$ cat src/rtl/csg_pkg.sv
package csg_pkg;

   localparam int QPB = 4;   // fast edges per bus clock

   typedef enum logic {
      ST_IDLE = 1'b0,
      ST_RUN  = 1'b1
   } csg_state_e;

   typedef struct packed {
      logic [1:0] delay;
      logic       early;
      logic       relax;
      logic       hold;
      logic       ext;
      logic       binh;
   } csg_opts_t;

   function automatic logic [1:0] delay_quarters(input logic [1:0] code);
      case (code)
         2'd0:    delay_quarters = 2'd0;
         2'd1:    delay_quarters = 2'd1;
         default: delay_quarters = 2'd2;
      endcase
   endfunction

endpackage

$ cat src/rtl/csg_phase.sv
module csg_phase #(
   parameter int PH_W = 2
) (
   input  logic clk_i,
   input  logic rst_ni,
   output logic bus_edge_o
);
   localparam logic [PH_W-1:0] PH_LAST = '1;

   logic [PH_W-1:0] ph_q;

   always_ff @(posedge clk_i) begin
      if (!rst_ni) ph_q <= '0;
      else         ph_q <= ph_q + 1'b1;
   end

   assign bus_edge_o = (ph_q == PH_LAST);
endmodule

$ cat src/rtl/csg_window.sv
module csg_window #(
   parameter int AW   = 16,
   parameter int SZ_W = 5
) (
   input  logic [AW-1:0]   base_i,
   input  logic [SZ_W-1:0] size_i,
   input  logic [AW-1:0]   addr_i,
   output logic            hit_o
);
   logic [AW-1:0] bit_ok;

   for (genvar i = 0; i < AW; i++) begin : g_bit
      // bits below the window size are don't-care
      assign bit_ok[i] = (SZ_W'(i) < size_i) || (addr_i[i] == base_i[i]);
   end

   assign hit_o = &bit_ok;
endmodule

$ cat src/rtl/csg_first.sv
module csg_first (
   input  logic clk_i,
   input  logic rst_ni,
   input  logic bus_edge_i,
   input  logic idle_i,
   input  logic req_i,
   input  logic hit_i,
   output logic first_o
);
   logic first_q;

   always_ff @(posedge clk_i) begin
      if (!rst_ni)                 first_q <= 1'b1;
      else if (bus_edge_i && idle_i) first_q <= !(req_i && hit_i);
   end

   assign first_o = first_q;
endmodule

$ cat src/rtl/csg_seq.sv
module csg_seq
   import csg_pkg::*;
#(
   parameter int WAIT_W = 4,
   parameter int CNT_W  = 7
) (
   input  logic              clk_i,
   input  logic              rst_ni,
   input  logic              bus_edge_i,
   input  logic              req_hit_i,
   input  logic              first_i,
   input  logic              wr_i,
   input  logic              ext_ack_i,
   input  csg_opts_t         opts_i,
   input  logic [WAIT_W-1:0] wait_i,
   output logic              idle_o,
   output logic              ext_active_o,
   output logic              cs_n_o,
   output logic              oe_n_o,
   output logic              we_n_o,
   output logic              rw_o,
   output logic              ta_o,
   output logic              bi_o
);
   localparam logic [CNT_W-1:0] ONE_BC = CNT_W'(QPB);
   localparam logic [CNT_W-1:0] HALF_BC = CNT_W'(QPB / 2);
   localparam logic [CNT_W-1:0] CNT_MAX = '1;

   csg_state_e       state_q;
   csg_opts_t        opts_q;
   logic             wr_q;
   logic [CNT_W-1:0] t_q, setup_q, csb_q, end_q;
   logic [CNT_W-1:0] setup_d, csb_d, end_d;
   logic             run, start, int_done, ext_done;
   logic             strobe_on, oe_on, cut_early, in_strobe;

   // thresholds for the cycle, computed from the live options at start
   always_comb begin
      setup_d = '0;
      if (opts_i.relax)             setup_d = setup_d + ONE_BC;
      if (opts_i.hold && first_i)   setup_d = setup_d + ONE_BC;
      csb_d = setup_d + CNT_W'(delay_quarters(opts_i.delay));
      end_d = setup_d + ONE_BC * (CNT_W'(wait_i) + CNT_W'(1));
   end

   assign run      = (state_q == ST_RUN);
   assign start    = bus_edge_i && req_hit_i && !run;
   assign in_strobe = (t_q >= setup_q);
   assign int_done = run && !opts_q.ext && (t_q == end_q - CNT_W'(1));
   assign ext_done = run && opts_q.ext && bus_edge_i && ext_ack_i && in_strobe;

   always_ff @(posedge clk_i) begin
      if (!rst_ni) begin
         state_q <= ST_IDLE;
         opts_q  <= '0;
         wr_q    <= 1'b0;
         t_q     <= '0;
         setup_q <= '0;
         csb_q   <= '0;
         end_q   <= '0;
      end else if (start) begin
         state_q <= ST_RUN;
         opts_q  <= opts_i;
         wr_q    <= wr_i;
         t_q     <= '0;
         setup_q <= setup_d;
         csb_q   <= csb_d;
         end_q   <= end_d;
      end else if (run) begin
         if (int_done || ext_done) state_q <= ST_IDLE;
         else if (t_q != CNT_MAX)  t_q <= t_q + CNT_W'(1);
      end
   end

   assign strobe_on = run && (t_q >= csb_q) && (opts_q.ext || (t_q < end_q));
   assign oe_on     = strobe_on && !wr_q;
   assign cut_early = !opts_q.ext && opts_q.early && (t_q >= end_q - HALF_BC);

   assign cs_n_o = !(strobe_on && !cut_early);
   assign we_n_o = !(strobe_on && !cut_early && wr_q);
   assign oe_n_o = !oe_on;
   assign rw_o   = !(run && wr_q);
   assign ta_o   = run && !opts_q.ext && (t_q >= end_q - ONE_BC);
   assign bi_o   = run && opts_q.binh &&
                   (ta_o || (opts_q.ext && ext_ack_i && in_strobe));

   assign idle_o       = !run;
   assign ext_active_o = run && opts_q.ext;
endmodule

$ cat src/rtl/cs_timing_gen.sv
module cs_timing_gen
   import csg_pkg::*;
#(
   parameter int AW     = 16,
   parameter int WAIT_W = 4,
   parameter int SZ_W   = $clog2(AW + 1)
) (
   input  logic              clk_i,
   input  logic              rst_ni,
   input  logic [AW-1:0]     base_i,
   input  logic [SZ_W-1:0]   size_i,
   input  logic [1:0]        cs_delay_i,
   input  logic              early_neg_i,
   input  logic              relax_i,
   input  logic              first_hold_i,
   input  logic [WAIT_W-1:0] wait_i,
   input  logic              ext_term_i,
   input  logic              binh_i,
   input  logic              req_i,
   input  logic [AW-1:0]     addr_i,
   input  logic              wr_i,
   input  logic              ext_ack_i,
   output logic              cs_n_o,
   output logic              oe_n_o,
   output logic              we_n_o,
   output logic              rw_o,
   output logic              ta_o,
   output logic              bi_o
);
   // two setup bus clocks plus the longest strobe phase
   localparam int MAX_T = 2 * QPB + QPB * (2 ** WAIT_W);
   localparam int CNT_W = $clog2(MAX_T + 1);

   if (AW < 4) begin : g_bad_aw
      $error("cs_timing_gen: AW must be at least 4");
   end
   if (WAIT_W < 1 || WAIT_W > 8) begin : g_bad_wait
      $error("cs_timing_gen: WAIT_W must be 1..8");
   end
   if ((1 << SZ_W) <= AW) begin : g_bad_sz
      $error("cs_timing_gen: SZ_W too narrow for AW");
   end

   logic      bus_edge, hit, first, idle, cyc_ext;
   csg_opts_t opts;

   assign opts = '{delay: cs_delay_i, early: early_neg_i, relax: relax_i,
                   hold: first_hold_i, ext: ext_term_i, binh: binh_i};

   csg_phase #(.PH_W(2)) u_phase (
      .clk_i      (clk_i),
      .rst_ni     (rst_ni),
      .bus_edge_o (bus_edge)
   );

   csg_window #(.AW(AW), .SZ_W(SZ_W)) u_window (
      .base_i (base_i),
      .size_i (size_i),
      .addr_i (addr_i),
      .hit_o  (hit)
   );

   csg_first u_first (
      .clk_i      (clk_i),
      .rst_ni     (rst_ni),
      .bus_edge_i (bus_edge),
      .idle_i     (idle),
      .req_i      (req_i),
      .hit_i      (hit),
      .first_o    (first)
   );

   csg_seq #(.WAIT_W(WAIT_W), .CNT_W(CNT_W)) u_seq (
      .clk_i        (clk_i),
      .rst_ni       (rst_ni),
      .bus_edge_i   (bus_edge),
      .req_hit_i    (req_i && hit),
      .first_i      (first),
      .wr_i         (wr_i),
      .ext_ack_i    (ext_ack_i),
      .opts_i       (opts),
      .wait_i       (wait_i),
      .idle_o       (idle),
      .ext_active_o (cyc_ext),
      .cs_n_o       (cs_n_o),
      .oe_n_o       (oe_n_o),
      .we_n_o       (we_n_o),
      .rw_o         (rw_o),
      .ta_o         (ta_o),
      .bi_o         (bi_o)
   );
endmodule

$ cat config.mk
export PLATFORM = sky130hd
export DESIGN_NAME = cs_timing_gen
export DESIGN_NICKNAME = d
export VERILOG_FILES = /design/src/rtl/csg_pkg.sv /design/src/rtl/csg_phase.sv /design/src/rtl/csg_window.sv /design/src/rtl/csg_first.sv /design/src/rtl/csg_seq.sv /design/src/rtl/cs_timing_gen.sv
export SDC_FILE = /design/constraint.sdc
export NUM_CORES = 1
export LEC_CHECK = 0
export BUFFER_PORTS_ARGS = -buffer_cell sky130_fd_sc_hd__buf_2
export CAP_MARGIN = 25
export CELL_PAD_IN_SITES_DETAIL_PLACEMENT = 1
export CELL_PAD_IN_SITES_GLOBAL_PLACEMENT = 1
export CORE_AREA = 2 2 57 99
export CTS_BUF_LIST = sky130_fd_sc_hd__clkbuf_16
export DETAILED_ROUTE_END_ITERATION = 8
export DIE_AREA = 0 0 59 101
export GPL_ROUTABILITY_DRIVEN = 0
export HOLD_SLACK_MARGIN = 0.12
export PLACE_DENSITY = 0.82
export SKIP_CTS_REPAIR_TIMING = 1
export SYNTH_ARGS = -nofsm -noshare
export SYNTH_HDL_FRONTEND = slang
export SYNTH_SLANG_ARGS = --single-unit
$ cat constraint.sdc
create_clock -name clk_i -period 3.8 [get_ports clk_i]
set_input_delay 0.76 -clock clk_i [delete_from_list [all_inputs] [get_ports clk_i]]
set_output_delay 0.76 -clock clk_i [all_outputs]
set_load 0.05 [all_outputs]
==> impl_results.md, run 1 <==
- Dpl hpwl: 4420 um
- Clock Skew: 0.00159 ns
- Iter 0 DRT Violations: 15
- Total gr overflow: 0
- Slew margin rel.: 0.618
- DR pass1 iterations: 4
- CTS root buf: clkbuf_16
- Initial core utilization: 0.405
- Nets: 372
- Non-Filler Instances: 349
- Flops & latches, synth: 24
- EDFF count, synth: 0
- CTS sink count: 24
- CTS tree: done
- CTS max path bufs: 2
- Vias in the first global route: 2086
- Status: finished, final reports clean
- Placed cells: 345
- Worst IR Drop VDD: 0.233 mV
- Clock transition at the registers of the reported paths: 0.06 ns
- Share of cells above drive strength 1: 0.238
- Critical path class: register to primary output
- Ports: 59
- Final Critical Period: 3.15 ns
- Worst-margin pin slew: 0.573 ns
- TritonCTS buffer count: 3
- RSZ-0062 raised after global routing: false
- Antenna violations before repair: 0
- # diodes: 0
- Max Clk Rate: 317 MHz
- Top-area cell type share of the netlist area: 0.230
- Vias per Instance: 5.56
- Final period util: 0.829
- TNS Setup: 0 ns
- Fin. Hold Viols: 0
- Sequential area share after synthesis: 0.230
- Post-synth ARST share: 0
- Die Span X: 59 um
- Highest-count cells in the layout ignoring fill and taps: buf_2 (58), nand2_1 (31), dfxtp_1 (24)
- Area of the multi-input gates: 1500 um^2
- IO buf count: 58
- Slew Limit Fails: 0
- Post-synthesis cell count: 241
- Worst reg-to-reg path cell count: 11
- Global-route usage over all layers: 0.194
- Min-Delay Path Class: register to register
- Average size of a mapped cell: 8.68 um^2
- Final ANT Viol Nets: 0
- Worst-Skew Late Latency: 0.26 ns
- Die area: 5960 um^2
- Register area: 480 um^2
- Unique masters post-synth: 49
- # rows: 35
- Pwr/cell area: 245 nW/um^2
- Max FO, Critical Path: 5
- Yosys warns: 0
- Synthesis-to-layout area growth: 18.3%
- Cell taking the most area after synthesis: dfxtp_1
- Fill cells: 659
- Data arrival, critical path: 2.39 ns
- Required time of the critical path: 3.04 ns
- CTS H-tree lvls: 1
- Final setup vio count: 0
- Residual DRC: 0
- Largest net degree at the start of global routing: 38
- Max Cap Violations: 0
- Routed WL: 5360 um
- Hold Crit Depth: 1
- Mapped Nets: 318
- First-pass GRT wire length: 8980 um
- CP Launch Type: register
- Leak pwr: 1.07 nW
- Die height: 101 um
- Wire per inst: 15.4 um
- CP Capture Type: primary output
- Core area: 5170 um^2
- Routed vias: 1939
- Commonest non-fill, non-tap cell in the layout: buf_2
- Synth Flop Type: dfxtp_1
- Post-Syn Area: 2090 um^2
- Top cells by area, synth: dfxtp_1 (23%), ha_1 (14%), mux2i_1 (7.2%), xnor2_1 (7.1%), nand2_1 (5.6%)
[area by class of cell]
class / instances / share of cell area
clock buffers: 3 / 0.0303
clock inverters: 1 / 0.00152
inverters: 13 / 0.0197
multi-input cells: 194 / 0.606
flip-flops and latches: 24 / 0.194
well taps: 55 / 0.0278
repair buffers: 59 / 0.120
[power by group]
part	leakage (nW)	internal, mW	switching (mW)	total [mW]
combinational	0.834	0.0576	0.0583	0.116
clock	0.0385	0.141	0.0920	0.233
sequential	0.194	0.254	0.00187	0.256
total	1.07	0.453	0.152	0.605
[worst max-delay path, cell delays in order, from the launching register on]
cell and delay (ns):
dfxtp_1 0.42, inv_1 0.11, ha_1 0.24, nand3_1 0.12, xnor2_1 0.08, ha_1 0.30, nand3_1 0.10, o21bai_1 0.17
a21oi_1 0.18, o211a_1 0.18, buf_2 0.25
[registers in the layout (all words and copies together), names as in the netlist]
name,count
u_seq.t_q,7
u_seq.wr_q,1
u_seq.opts_q,3
u_seq.setup_q,1
u_first.first_o,1
u_seq.run,1
u_seq.end_q,5
u_seq.csb_q,3
u_phase.ph_q,2
[routing by layer]
| metal | global-route usage | wire length (um) | vias to the layer above |
|---|---|---|---|
| li1 | - | - | 956 |
| met1 | 0.187 | 1870 | 921 |
| met2 | 0.388 | 3150 | 49 |
| met3 | 0.0141 | 150 | 13 |
| met4 | 0.0927 | 189 | 0 |
| met5 | 0 | 0 | - |
[logic make-up after synthesis]
| logic type | count (synthesis) | synth area share |
|---|---|---|
| fa+ha+maj | 24 | 0.147 |
| buf+inv | 23 | 0.0533 |
| simple gates | 78 | 0.215 |
| compound gates | 50 | 0.170 |
| flops | 24 | 0.230 |
| xor+xnor | 27 | 0.113 |
| mux | 15 | 0.0718 |
[cell usage after synthesis, types with 3 or more instances]
cell type and count:
dfxtp_1 24, a21oi_1 14, and2_1 5, nor3b_2 3
mux2i_1 15, o21ai_0 6, nor2b_1 3, nand2_1 31
o21bai_1 3, nand4_1 4, xnor2_1 17, nor2_1 4
nand3b_1 4, a21o_1 4, nand3_1 6, o21ai_1 3
and3_1 4, nor3b_1 4, inv_1 13, o21a_1 4
ha_1 23, xor2_1 10, clkbuf_1 4
[stage by stage]
stage / area (um^2) / setup slack (ns) / total power, mW / utilization / hold WS (ns)
2_1_floorplan: 2090 / 0.338 / 0.334 / - / 0.398
3_3_place_gp: 2390 / 1.05 / 0.375 / 0.463 / 0.409
3_5_place_dp: 2390 / 0.977 / 0.380 / 0.463 / 0.425
4_1_cts: 2470 / 0.627 / 0.613 / 0.479 / 0.436
5_1_grt: 2470 / 0.454 / 0.635 / 0.479 / 0.457
6_report: 2470 / 0.650 / 0.605 / 0.479 / 0.430
[worst paths after layout]
| kind | from | endpoint | slack (ns) |
|---|---|---|---|
| worst max-delay path | u_seq.end_q[2] | bi_o | 0.65 |
| worst min register to register | u_phase.ph_q[0] | u_phase.ph_q[0] | 0.43 |
| worst min-delay path | u_phase.ph_q[0] | u_phase.ph_q[0] | 0.43 |
| worst max register to register | u_seq.end_q[2] | u_seq.t_q[0] | 1.33 |
Note: power is estimated with default switching activity, not from simulation.
==> inputs of run 2 (changes only) <==
--- a/config.mk
+++ b/config.mk
@@ -9,13 +9,13 @@
 export CAP_MARGIN = 25
 export CELL_PAD_IN_SITES_DETAIL_PLACEMENT = 1
 export CELL_PAD_IN_SITES_GLOBAL_PLACEMENT = 1
-export CORE_AREA = 2 2 57 99
+export CORE_AREA = 2 2 59 102
 export CTS_BUF_LIST = sky130_fd_sc_hd__clkbuf_16
 export DETAILED_ROUTE_END_ITERATION = 8
-export DIE_AREA = 0 0 59 101
+export DIE_AREA = 0 0 61 104
 export GPL_ROUTABILITY_DRIVEN = 0
 export HOLD_SLACK_MARGIN = 0.12
-export PLACE_DENSITY = 0.82
+export PLACE_DENSITY = 0.77
 export SKIP_CTS_REPAIR_TIMING = 1
 export SYNTH_ARGS = -nofsm -noshare
 export SYNTH_HDL_FRONTEND = slang
==> constraint.sdc (replaced) <==
create_clock -name clk_i -period 2.92 [get_ports clk_i]
set_input_delay 0.584 -clock clk_i [delete_from_list [all_inputs] [get_ports clk_i]]
set_output_delay 0.584 -clock clk_i [all_outputs]
set_load 0.05 [all_outputs]
==> run 2 against run 1 <==
Clock power rose by 31%. Sequential cell count unchanged. Clock skew rose by 0.0014 ns. Worst hold slack lost 0.0035 ns. Clock-buffer cell count unchanged. Register-to-register slack lost 0.75 ns. Routed wire length increased by 0.88%. Utilization is 1.5 points lower. Critical endpoint is now we_n_o. Largest cell class unchanged. Worst setup slack lost 0.59 ns. Via count fell by 0.10%. Sequential power is 30% higher.
==> impl_results.md, run 2 (same netlist as run 1, synthesis figures left out) <==
- Worst IR Drop VDD: 0.174 mV (was 0.233 mV)
- Wire per inst: 14.6 um (was 15.4 um)
- CP top delay family: simple AND/OR/NAND/NOR gates (was adder cells)
- Largest registers: u_seq.t_q x7, u_seq.end_q x5 (unchanged)
- CTS max path bufs: 2 (unchanged)
- Number of cells on the critical path: 6 (was 10)
- Crit-path cells: ha_1 -> or4b_1 -> o221ai_2 -> and2_1 -> nand4_1 -> clkbuf_4 (was inv_1 -> ha_1 -> nand3_1 -> xnor2_1 -> ha_1 -> nand3_1 -> o21bai_1 -> a21oi_1 -> o211a_1 -> buf_2)
- Slew margin rel.: 0.586 (was 0.618)
- Commonest non-fill, non-tap cell in the layout: buf_2 (unchanged)
- Hold Crit Depth: 1 (unchanged)
- First-pass GRT wire length: 9050 um (was 8980 um)
- Routed vias: 1937 (was 1939)
- Synthesis-to-layout area growth: 22.9% (was 18.3%)
- Total gr overflow: 0 (unchanged)
- Global-route usage over all layers: 0.183 (was 0.194)
- Leak pwr: 1.07 nW (about the same)
- Status: finished, final reports clean (unchanged)
- Largest register FFs: 7 (unchanged)
- Vias in the first global route: 2068 (was 2086)
- Iter 0 DRT Violations: 18 (was 15)
- CP Capture Type: primary output (unchanged)
- Die Span X: 61 um (was 59 um)
- Final setup vio count: 0 (unchanged)
- Nets: 373 (was 372)
- Pwr/cell area: 308 nW/um^2 (was 245 nW/um^2)
- Residual DRC: 0 (unchanged)
- Reg-to-reg setup timing slack: 0.58 ns (was 1.33 ns)
- Largest net degree at the start of global routing: 38 (unchanged)
- Highest-count cells in the layout ignoring fill and taps: buf_2 (55), nand2_1 (31), dfxtp_1 (23) (was buf_2 (58), nand2_1 (31), dfxtp_1 (24))
- Fin. Hold Viols: 0 (unchanged)
- Min-Delay Path Class: register to register (unchanged)
- Share of cells above drive strength 1: 0.268 (was 0.238)
- DR pass1 iterations: 3 (was 4)
- Max Cap Violations: 0 (unchanged)
- Dpl hpwl: 4290 um (was 4420 um)
- Slew Limit Fails: 0 (unchanged)
- TNS Setup: 0 ns (unchanged)
- Hold_ws: 0.427 ns (was 0.430 ns)
- Top reg by flops: u_seq.t_q (unchanged)
- Max FO, Critical Path: 6 (was 5)
- Worst reg-to-reg path cell count: 11 (unchanged)
- Final Critical Period: 2.86 ns
- Max Clk Rate: 350 MHz
- IO buf count: 58 (unchanged)
- Initial core utilization: 0.377 (was 0.405)
- # diodes: 0 (unchanged)
- # rows: 36 (was 35)
- Clock transition at the registers of the reported paths: 0.06 ns (about the same)
- CTS sink count: 24 (unchanged)
- Required time of the critical path: 2.34 ns (was 3.04 ns)
- TritonCTS buffer count: 3 (unchanged)
- CTS tree: done (unchanged)
- Core area: 5540 um^2 (was 5170 um^2)
- Antenna violations before repair: 0 (unchanged)
- Routed WL: 5410 um (was 5360 um)
- Worst-Skew Late Latency: 0.26 ns (about the same)
- Die height: 104 um (was 101 um)
- Worst-margin pin slew: 0.616 ns (was 0.573 ns)
- Critical path class: register to primary output (unchanged)
- Buf/Inv on CP: 1 (was 2)
- CP max stage cell: or4b_1 (was dfxtp_1)
- CP Launch Type: register (unchanged)
- Crit path largest cell delay: 0.48 ns (was 0.42 ns)
- Die area: 6340 um^2 (was 5960 um^2)
- Data arrival, critical path: 2.27 ns (was 2.39 ns)
- CTS H-tree lvls: 1 (unchanged)
- Ports: 59 (unchanged)
- Final ANT Viol Nets: 0 (unchanged)
- RSZ-0062 raised after global routing: true (was false)
- CTS root buf: clkbuf_16 (unchanged)
- Vias per Instance: 5.22 (was 5.56)
- Clock Skew: 0.00296 ns (was 0.00159 ns)
- Final period util: 0.979
-- run 2: changes by cell type in the layout (fill, tap and decap cells not counted), sizes merged --
cell	delta
clkbuf	+1
-- run 2: cell type report --
cell class | count | area (um^2)
multi-input combinational | 194 | 1540
clock inverter | 1 | 3.75
tap | 76 | 95.1
clock buffer | 3 | 75.1
timing repair buffer | 60 | 329
sequential | 24 | 482
inverter | 13 | 48.8
fill | 692 | 2970
-- run 2: power by group --
part | total [mW] | switching, mW | internal (mW) | leakage [nW]
clock | 0.306 | 0.123 | 0.183 | 0.0385
combinational | 0.153 | 0.0767 | 0.0759 | 0.838
sequential | 0.334 | 0.00264 | 0.331 | 0.194
-- run 2: stage by stage --
| stage | instance area [um^2] | power, mW | utilization | std cells | setup slack, ns |
|---|---|---|---|---|---|
| 4_1_cts | 2520 | 0.799 | 0.456 | 370 | -0.146 |
| 3_5_place_dp | 2440 | 0.495 | 0.441 | 366 | 0.177 |
| 6_report | 2570 | 0.792 | 0.464 | 371 | 0.0627 |
| 3_3_place_gp | 2440 | 0.490 | 0.441 | 366 | 0.302 |
| 5_1_grt | 2570 | 0.833 | 0.464 | 371 | -0.00657 |
| 2_1_floorplan | 2100 | 0.435 | - | 241 | 0.119 |
-- run 2: worst register-to-register path: cells and delay by family (launching register included) --
kind,cells,cell delay (ns)
AO/OA/AOI/OAI,2,0.50
XOR/XNOR,1,0.15
adder cells (fa/ha/maj),2,0.48
buffers and inverters,1,0.08
flip-flops,1,0.35
multiplexers,1,0.15
AND/OR/NAND/NOR,4,0.57
-- run 2: layer usage --
layer / global-route usage / vias up / part of all wire
met4: 0.0792 / 0 / 0.038
li1: - / 964 / -
met1: 0.194 / 915 / 0.37
met2: 0.339 / 47 / 0.56
met3: 0.0162 / 11 / 0.029
met5: 0 / - / 0
-- run 2: path summary, 6_finish.rpt --
kind                   startpoint              end
setup / recovery     u_seq.t_q[3]           we_n_o
hold reg to reg   u_phase.ph_q[0]  u_phase.ph_q[0]
hold / removal    u_phase.ph_q[0]  u_phase.ph_q[0]
setup reg to reg   u_seq.end_q[2]     u_seq.t_q[1]
==> inputs of run 3 (changes only) <==
--- a/config.mk
+++ b/config.mk
@@ -15,7 +15,8 @@
 export DIE_AREA = 0 0 61 104
 export GPL_ROUTABILITY_DRIVEN = 0
 export HOLD_SLACK_MARGIN = 0.12
-export PLACE_DENSITY = 0.77
+export MAX_ROUTING_LAYER = met4
+export PLACE_DENSITY = 0.82
 export SKIP_CTS_REPAIR_TIMING = 1
 export SYNTH_ARGS = -nofsm -noshare
 export SYNTH_HDL_FRONTEND = slang
==> run 3 against run 2 <==
Combinational power hardly changed. Critical path depth is 4 higher. Maximum frequency rose by 1.2%. Critical path type unchanged. Highest routed layer unchanged.
==> impl_results.md, run 3 (same netlist as run 1, synthesis figures left out) <==
- Ports: 59 (unchanged)
- Pwr/cell area: 310 nW/um^2 (was 308 nW/um^2)
- Clock Skew: 0.00310 ns (was 0.00296 ns)
- Vias per Instance: 5.24 (was 5.22)
- Fin. Hold Viols: 0 (unchanged)
- # rows: 36 (unchanged)
- Max FO, Critical Path: 5 (was 6)
- Leak pwr: 1.07 nW (about the same)
- Gr busiest metal: met2 (unchanged)
- TNS Setup: 0 ns (unchanged)
- Global Route met2 Usage: 0.352 (was 0.339)
- Antenna violations before repair: 0 (unchanged)
- Hold_ws: 0.426 ns (was 0.427 ns)
- Clock transition at the registers of the reported paths: 0.07 ns (was 0.06 ns)
- Fill cells: 694 (was 692)
- Final ANT Viol Nets: 0 (unchanged)
- Final Critical Period: 2.82 ns (was 2.86 ns)
- Worst IR Drop VDD: 0.181 mV (was 0.174 mV)
- Final setup vio count: 0 (unchanged)
- Total gr overflow: 0 (unchanged)
- Worst-margin pin slew: 0.601 ns (was 0.616 ns)
- CTS tree: done (unchanged)
- CP Launch Type: register (unchanged)
- Nets: 373 (unchanged)
- Residual DRC: 0 (unchanged)
- Final period util: 0.967 (was 0.979)
- Status: finished, final reports clean (unchanged)
- IO buf count: 58 (unchanged)
- Commonest non-fill, non-tap cell in the layout: buf_2 (unchanged)
- Share of cells above drive strength 1: 0.275 (was 0.268)
- Final Util: 0.462 (was 0.464)
- Highest-count cells in the layout ignoring fill and taps: buf_2 (56), nand2_1 (31), dfxtp_1 (23) (was buf_2 (55), nand2_1 (31), dfxtp_1 (23))
- Worst-Skew Late Latency: 0.26 ns (about the same)
- # diodes: 0 (unchanged)
- CTS root buf: clkbuf_16 (unchanged)
- Critical path class: register to primary output (unchanged)
- GR Layer Usage met1: 0.185 (was 0.194)
- Required time of the critical path: 2.34 ns (about the same)
- Wire per inst: 14.5 um (was 14.6 um)
- Vias in the first global route: 2114 (was 2068)
- Largest net degree at the start of global routing: 38 (unchanged)
- Die height: 104 um (unchanged)
- Dpl hpwl: 4210 um (was 4290 um)
- CP Capture Type: primary output (unchanged)
- Die area: 6340 um^2 (unchanged)
- Min-Delay Path Class: register to register (unchanged)
- Iter 0 DRT Violations: 48 (was 18)
- Slew Limit Fails: 0 (unchanged)
- DR pass1 iterations: 4 (was 3)
- Max Cap Violations: 0 (unchanged)
- First-pass GRT wire length: 9080 um (was 9050 um)
- Core area: 5540 um^2 (unchanged)
- CTS sink count: 24 (unchanged)
- Routed vias: 1944 (was 1937)
- Top reg by flops: u_seq.t_q (unchanged)
- Slew margin rel.: 0.600 (was 0.586)
- Routed WL: 5370 um (was 5410 um)
- Data arrival, critical path: 2.24 ns (was 2.27 ns)
- CTS H-tree lvls: 1 (unchanged)
- Hold Crit Depth: 1 (unchanged)
- Worst reg-to-reg path cell count: 12 (was 11)
- Max Clk Rate: 354 MHz (was 350 MHz)
- GRT met3 Usage: 0.0149 (was 0.0162)
- TritonCTS buffer count: 3 (unchanged)
- CTS max path bufs: 2 (unchanged)
- Largest register FFs: 7 (unchanged)
- Initial core utilization: 0.377 (unchanged)
- Global-route usage over all layers: 0.189 (was 0.183)
- Largest registers: u_seq.t_q x7, u_seq.end_q x5 (unchanged)
- Synthesis-to-layout area growth: 22.4% (was 22.9%)
- Die Span X: 61 um (unchanged)
run 3: layout make-up:
cell class | count | area (um^2) | share of cell area
repair buffers | 60 | 318 | 0.124
flip-flops and latches | 24 | 484 | 0.189
inverters | 13 | 48.8 | 0.0191
clock inverters | 1 | 3.75 | 0.00147
well taps | 76 | 95.1 | 0.0372
multi-input cells | 194 | 1530 | 0.600
clock buffers | 3 | 75.1 | 0.0293
run 3: worst paths after layout:
check / from / to / slack, ns
worst max register to register: u_seq.end_q[2] / u_seq.t_q[3] / 0.45
worst min register to register: u_phase.ph_q[0] / u_phase.ph_q[0] / 0.43
worst max-delay path: u_seq.end_q[2] / bi_o / 0.1
worst min-delay path: u_phase.ph_q[0] / u_phase.ph_q[0] / 0.43
run 3: critical path, cell delays in order, from the launching register on:
cell,delay [ns]
dfxtp_4,0.36
inv_2,0.06
ha_2,0.19
nand3_1,0.09
xnor2_1,0.13
ha_1,0.33
nand3_2,0.11
o21bai_2,0.22
a21oi_4,0.15
o211a_1,0.16
buf_6,0.16
run 3: through the flow:
step           setup slack, ns  total power [mW]  instances  area, um^2
2_1_floorplan            0.119             0.435        241        2100
3_3_place_gp             0.305             0.489        366        2430
4_1_cts                -0.0369             0.799        370        2510
6_report                0.0965             0.794        371        2560
3_5_place_dp             0.258             0.492        366        2430
5_1_grt               -0.00787             0.830        371        2560
run 3: power breakdown:
group	total, mW	internal [mW]	switching [mW]
clock network	0.310	0.184	0.127
registers	0.333	0.330	0.00236
logic	0.151	0.0751	0.0759
run 3: layer usage:
layer	up-vias	wire, um
met4	0	196
met1	919	1880
met5	-	0
met2	48	3130
met3	15	168
li1	962	-
